File: src/rtl/tcnt_pkg.sv
package tcnt_pkg;
  typedef enum logic {
    MODE_TIMER = 1'b0,
    MODE_EVENT = 1'b1
  } cnt_mode_e;

  localparam int unsigned BYTE_W = 8;
endpackage

File: src/rtl/cycle_prescaler.sv
module cycle_prescaler #(
  parameter int unsigned DIV = 12
) (
  input  logic clk,
  input  logic rst,
  output logic tick_o
);
  localparam int unsigned PW = (DIV > 1) ? $clog2(DIV) : 1;
  localparam logic [PW-1:0] LAST = PW'(DIV - 1);

  logic [PW-1:0] pre_q;

  always_ff @(posedge clk) begin
    if (rst) begin
      pre_q  <= '0;
      tick_o <= 1'b0;
    end else begin
      pre_q  <= (pre_q == LAST) ? '0 : pre_q + 1'b1;
      tick_o <= (pre_q == LAST);
    end
  end


  strobe_single_chk: assert property (@(posedge clk) disable iff (rst)
    tick_o |=> !tick_o);
endmodule

File: src/rtl/edge_sampler.sv
module edge_sampler (
  input  logic clk,
  input  logic rst,
  input  logic tick_i,
  input  logic pin_i,
  output logic pend_o
);
  logic sync1_q, sync2_q, last_q;

  always_ff @(posedge clk) begin
    if (rst) begin
      sync1_q <= 1'b0;
      sync2_q <= 1'b0;
      last_q  <= 1'b0;
      pend_o  <= 1'b0;
    end else begin
      sync1_q <= pin_i;
      sync2_q <= sync1_q;
      if (tick_i) begin
        last_q <= sync2_q;
        pend_o <= last_q & ~sync2_q;
      end
    end
  end


  pend_hold_chk: assert property (@(posedge clk) disable iff (rst)
    !tick_i |=> $stable(pend_o));

  pend_needs_high_chk: assert property (@(posedge clk) disable iff (rst)
    $rose(pend_o) |-> $past(last_q));
endmodule

File: src/rtl/count_unit.sv
module count_unit #(
  parameter int unsigned BW = 8
) (
  input  logic          clk,
  input  logic          rst,
  input  logic          inc_i,
  input  logic          wr_lo_i,
  input  logic          wr_hi_i,
  input  logic [BW-1:0] wr_data_i,
  input  logic          ack_i,
  input  logic          ovf_we_i,
  input  logic          ovf_wval_i,
  output logic [BW-1:0] lo_o,
  output logic [BW-1:0] hi_o,
  output logic          ovf_o
);
  localparam int unsigned CW = 2 * BW;

  logic [CW-1:0] cnt_q;
  logic          any_wr, step, roll;

  assign any_wr = wr_lo_i | wr_hi_i;
  assign step   = inc_i & ~any_wr;
  assign roll   = step & (&cnt_q);
  assign lo_o   = cnt_q[BW-1:0];
  assign hi_o   = cnt_q[CW-1:BW];

  always_ff @(posedge clk) begin
    if (rst) begin
      cnt_q <= '0;
      ovf_o <= 1'b0;
    end else begin
      if (wr_lo_i) cnt_q[BW-1:0]  <= wr_data_i;
      if (wr_hi_i) cnt_q[CW-1:BW] <= wr_data_i;
      if (step)    cnt_q          <= cnt_q + 1'b1;
      if (ovf_we_i)   ovf_o <= ovf_wval_i;
      else if (roll)  ovf_o <= 1'b1;
      else if (ack_i) ovf_o <= 1'b0;
    end
  end


  step_by_one_chk: assert property (@(posedge clk) disable iff (rst)
    (inc_i && !wr_lo_i && !wr_hi_i) |=> ({hi_o, lo_o} == $past({hi_o, lo_o}) + 1'b1));

  hold_when_idle_chk: assert property (@(posedge clk) disable iff (rst)
    (!inc_i && !wr_lo_i && !wr_hi_i) |=> $stable({hi_o, lo_o}));

  lo_write_chk: assert property (@(posedge clk) disable iff (rst)
    wr_lo_i |=> (lo_o == $past(wr_data_i)));

  hi_keep_chk: assert property (@(posedge clk) disable iff (rst)
    (wr_lo_i && !wr_hi_i) |=> (hi_o == $past(hi_o)));

  rollover_flag_chk: assert property (@(posedge clk) disable iff (rst)
    (inc_i && !wr_lo_i && !wr_hi_i && hi_o == '1 && lo_o == '1 && !ovf_we_i) |=> ovf_o);

  ack_clear_chk: assert property (@(posedge clk) disable iff (rst)
    (ack_i && !ovf_we_i && !(inc_i && !any_wr && hi_o == '1 && lo_o == '1)) |=> !ovf_o);

  sw_write_chk: assert property (@(posedge clk) disable iff (rst)
    ovf_we_i |=> (ovf_o == $past(ovf_wval_i)));
endmodule

File: src/rtl/dual_event_timer.sv
module dual_event_timer #(
  parameter int unsigned NCH = 2,
  parameter int unsigned BW  = tcnt_pkg::BYTE_W,
  parameter int unsigned DIV = 12
) (
  input  logic            clk,
  input  logic            rst,
  input  logic [NCH-1:0]  ext_pin,
  input  logic [NCH-1:0]  run_en,
  input  logic [NCH-1:0]  event_mode,
  input  logic [NCH-1:0]  wr_lo,
  input  logic [NCH-1:0]  wr_hi,
  input  logic [BW-1:0]   wr_data,
  input  logic [NCH-1:0]  ovf_ack,
  input  logic [NCH-1:0]  ovf_we,
  input  logic [NCH-1:0]  ovf_wval,
  output logic [NCH*BW-1:0] cnt_lo,
  output logic [NCH*BW-1:0] cnt_hi,
  output logic [NCH-1:0]  ovf
);
  import tcnt_pkg::*;

  logic tick;

  cycle_prescaler #(.DIV(DIV)) u_pre (
    .clk    (clk),
    .rst    (rst),
    .tick_o (tick)
  );

  for (genvar ch = 0; ch < NCH; ch++) begin : g_ch
    logic      pend, inc;
    cnt_mode_e mode;

    assign mode = cnt_mode_e'(event_mode[ch]);

    edge_sampler u_es (
      .clk    (clk),
      .rst    (rst),
      .tick_i (tick),
      .pin_i  (ext_pin[ch]),
      .pend_o (pend)
    );

    always_comb begin
      inc = 1'b0;
      if (tick && run_en[ch]) begin
        case (mode)
          MODE_TIMER: inc = 1'b1;
          MODE_EVENT: inc = pend;
          default:    inc = 1'b0;
        endcase
      end
    end

    count_unit #(.BW(BW)) u_cnt (
      .clk        (clk),
      .rst        (rst),
      .inc_i      (inc),
      .wr_lo_i    (wr_lo[ch]),
      .wr_hi_i    (wr_hi[ch]),
      .wr_data_i  (wr_data),
      .ack_i      (ovf_ack[ch]),
      .ovf_we_i   (ovf_we[ch]),
      .ovf_wval_i (ovf_wval[ch]),
      .lo_o       (cnt_lo[ch*BW +: BW]),
      .hi_o       (cnt_hi[ch*BW +: BW]),
      .ovf_o      (ovf[ch])
    );


    frozen_chk: assert property (@(posedge clk) disable iff (rst)
      (!run_en[ch] && !wr_lo[ch] && !wr_hi[ch]) |=>
        $stable({cnt_hi[ch*BW +: BW], cnt_lo[ch*BW +: BW]}));
  end
endmodule

File: config.mk
export PLATFORM = sky130hd
export DESIGN_NAME = dual_event_timer
export DESIGN_NICKNAME = d
export VERILOG_FILES = /design/src/rtl/tcnt_pkg.sv /design/src/rtl/cycle_prescaler.sv /design/src/rtl/edge_sampler.sv /design/src/rtl/count_unit.sv /design/src/rtl/dual_event_timer.sv
export SDC_FILE = /design/constraint.sdc
export NUM_CORES = 1
export LEC_CHECK = 0
export BUFFER_PORTS_ARGS = -buffer_cell sky130_fd_sc_hd__buf_2
export CELL_PAD_IN_SITES_DETAIL_PLACEMENT = 1
export CELL_PAD_IN_SITES_GLOBAL_PLACEMENT = 2
export CORE_MARGIN = 3
export CORE_UTILIZATION = 28
export DETAILED_ROUTE_END_ITERATION = 16
export PLACE_DENSITY = 0.83
export SETUP_SLACK_MARGIN = 0.1
export SLEW_MARGIN = 20
export SYNTH_ARGS = -nofsm -noshare
export SYNTH_HDL_FRONTEND = slang
export SYNTH_SLANG_ARGS = --single-unit
File: constraint.sdc
create_clock -name clk -period 1.5 [get_ports clk]
set_input_delay 0.15 -clock clk [delete_from_list [all_inputs] [get_ports clk]]
set_output_delay 0.15 -clock clk [all_outputs]
set_load 0.005 [all_outputs]
==> results.ini <==
[global_route]
grt_pass1_wl_mm = 16.02
grt_pass1_vias = 3151
grt_max_degree = 22
grt_usage_pct = 19.45
antenna_found_initial = 0
grt_remaining_overflow = 0

[power_and_ir_drop]
leakage_nw = 1.748
power-per-cell-area_nw_per_um2 = 644.7
power_mw = 2.656
vdd_ir_drop_max_uv = 333.1

[sta]
layout_setup_ws_ns = -0.1013
post-route-min-period_ns = 1.601
finalSetupViolations = 10
slew_headroom_pct = 75.26
rsz0062_at_grt = yes
hold_viol_final = 0
fin_hold_ws_ns = 0.02293
period_share_pct = 106.8
fin_skew_ns = 0.005917
max_freq_mhz = 624.5
max_slew.worst_pin.slew_ns = 0.3708
finalMaxSlewViolations = 0

[layout]
area_growth_pct = 58.85
layout.cells.non_filler = 559
final_area_um2 = 4120
utilization_pct = 46.56
final_common_cell = buf_4
final_cell_mix = buf_4 (71), buf_2 (59), dfxtp_1 (33)
fin_nets = 479
antenna_cells = 0
drive_gt1_share_pct = 47.45

[critical_path]
path_delay_family = simple AND/OR/NAND/NOR gates
required_ns = 1.74
crit_path_end_kind = flip-flop
cp_slowest_cell = or4_1
slowest_delay_ns = 0.47
arrival_ns = 1.84
worstSetupStartpointType = flip-flop
cp_num_buf_inv = 0
cp_max_fo = 4
crit_type = reg2reg
regToRegSetupSlack_ns = -0.10
critical_path.cell_chain = nand4_1 > or2_4 > or4_1 > a31oi_1

[yosys]
synthArstFlopShare_pct = 0
yosysWarnings = 0
yosysUniqueCellTypes = 49
postSynthAreaPerCell_um2 = 8.156
synth_edf_count = 0
synth_top_area_share_pct = 36.28
synth-main-ff-cell = dfxtp_1
syn_nets = 347
synth-seq-cells = 47
syn_inst = 318
yosys-top-cells-area = dfxtp_1 (36%), a31oi_1 (6.5%), nand2_1 (4.5%)
syn_area_um2 = 2594
ys_seq_area_share_pct = 36.28
yosysTopAreaCell = dfxtp_1

[die]
start_util_pct = 29.31
fp.dieH_um = 102.2
io_pins = 60
dieWidth_um = 102.2
row_count = 34
core-area_um2 = 8848
die_area_um2 = 10450

[worst_hold_path]
hp-class = in2reg

[routing]
ant_nets = 0
wl_mm = 10.94
via_per_inst = 5.578
drtIter0Drc = 170
num_vias = 3118
first_pass_iters = 5
wl_per_cell_um = 19.57
drc = 0

[placement]
dp_hpwl_mm = 7.338
dp_cells = 526
port_buffers = 59
place.gp.congestion = 0.8033
placed_area_um2 = 3451

[clocking]
clk_path_buf_depth = 2
cts.clk_slew.worst_paths_ns = 0.10
cts_sinks = 47
cts_hold_buf = 0
clk_latency_ns = 0.31
cts-root-buf = clkbuf_8
cts_max_level = 2
cts_made_buffers = 5
cts_tree = yes

[outcome]
violations = setup timing
outcome = complete, but fails checks

[run]
drv_cap = 0

==> worst register-to-register path, cell delays in order (launching register included) <==
cell and delay, ns:
dfxtp_2 0.38, nand4_1 0.19, or2_4 0.32, or4_1 0.47, a31oi_1 0.17
==> path summary, 6_finish.rpt <==
kind	startpoint	to	cells past startpoint
worst max-delay path	g_ch[0].u_cnt.cnt_q[1]	g_ch[0].u_cnt.cnt_q[7]	4
worst min-delay path	ovf_we[1]	g_ch[1].u_cnt.ovf_o	2
worst max register to register	g_ch[0].u_cnt.cnt_q[1]	g_ch[0].u_cnt.cnt_q[7]	4
worst min register to register	g_ch[0].u_es.sync1_q	g_ch[0].u_es.sync2_q	1
==> cells in the mapped netlist (all sizes together), types with 3 or more instances <==
library cell   n
nand3b         8
o311ai         5
buf            8
mux2i          9
and3           4
ha             3
or3            9
or4            6
nand2         31
a21oi         16
nor3          15
o21ai          3
inv           19
nand3         20
nor2          13
nand4         11
and2           5
nand2b         5
a22oi          4
nor2b          7
o211ai         5
dfxtp         47
a31oi         27
nor4           6
clkbuf         8
==> cells by family (layout without fill, tap and decap cells) <==
group,after synthesis,count (layout),share of synthesized area [%]
compound gates,71,71,18.09
xor+xnor,2,2,0.6755
fa+ha+maj,3,3,1.447
buf+inv,35,168,5.933
flops,47,47,36.28
mux,9,9,3.473
simple gates,151,151,34.11
==> power by group <==
| part | switching [mW] | internal, mW | leakage (nW) | total (mW) |
|---|---|---|---|---|
| Combinational | 0.267 | 0.226 | 1.31 | 0.494 |
| Clock | 0.464 | 0.329 | 0.0422 | 0.793 |
| Sequential | 0.0627 | 1.31 | 0.394 | 1.37 |
| Total | 0.794 | 1.86 | 1.75 | 2.66 |
==> layout make-up <==
class / instances / area [um^2]
clock buffers: 7 / 76.32
clock inverters: 1 / 5.005
fillers: 1070 / 4728
inverters: 19 / 71.32
multi-input cells: 236 / 1896
flip-flops and latches: 47 / 975.9
well taps: 108 / 135.1
repair buffers: 141 / 960.9
==> per-stage QoR <==
stage	TNS, ns	setup WS, ns
after global placement	-0.3586	-0.08371
after global routing	-1.670	-0.2019
after detailed placement	-0.7208	-0.08983
final	-0.5068	-0.1013
after CTS	-0.1853	-0.02765
after floorplan	0	0.02256
==> repair_timing <==
action,CTS,global route
endpoints found under the setup margin,27,32
pin swaps,22,31
hold endpoints to repair,0,0
cloned,0,0
setup buffers,19,6
gates resized for setup,28,50
==> sequential cells by signal, summed over array words and instances (netlist names) <==
| name | flops |
|---|---|
| g_ch.u_es.pend_o | 2 |
| u_pre.pre_q | 4 |
| g_ch.u_cnt.cnt_q | 32 |
| g_ch.u_cnt.ovf_o | 2 |
| g_ch.u_es.sync2_q | 2 |
| u_pre.tick_o | 1 |
| g_ch.u_es.last_q | 2 |
| g_ch.u_es.sync1_q | 2 |
==> layer usage <==
layer | global-route usage (%) | routed length (um) | vias up
li1 | - | - | 1461
met4 | 5.954 | 305 | 0
met2 | 32.98 | 5481 | 88
met5 | 0 | 0 | -
met3 | 3.686 | 513 | 27
met1 | 25.02 | 4639 | 1542
No activity file was read; power rests on OpenSTA's default activity.
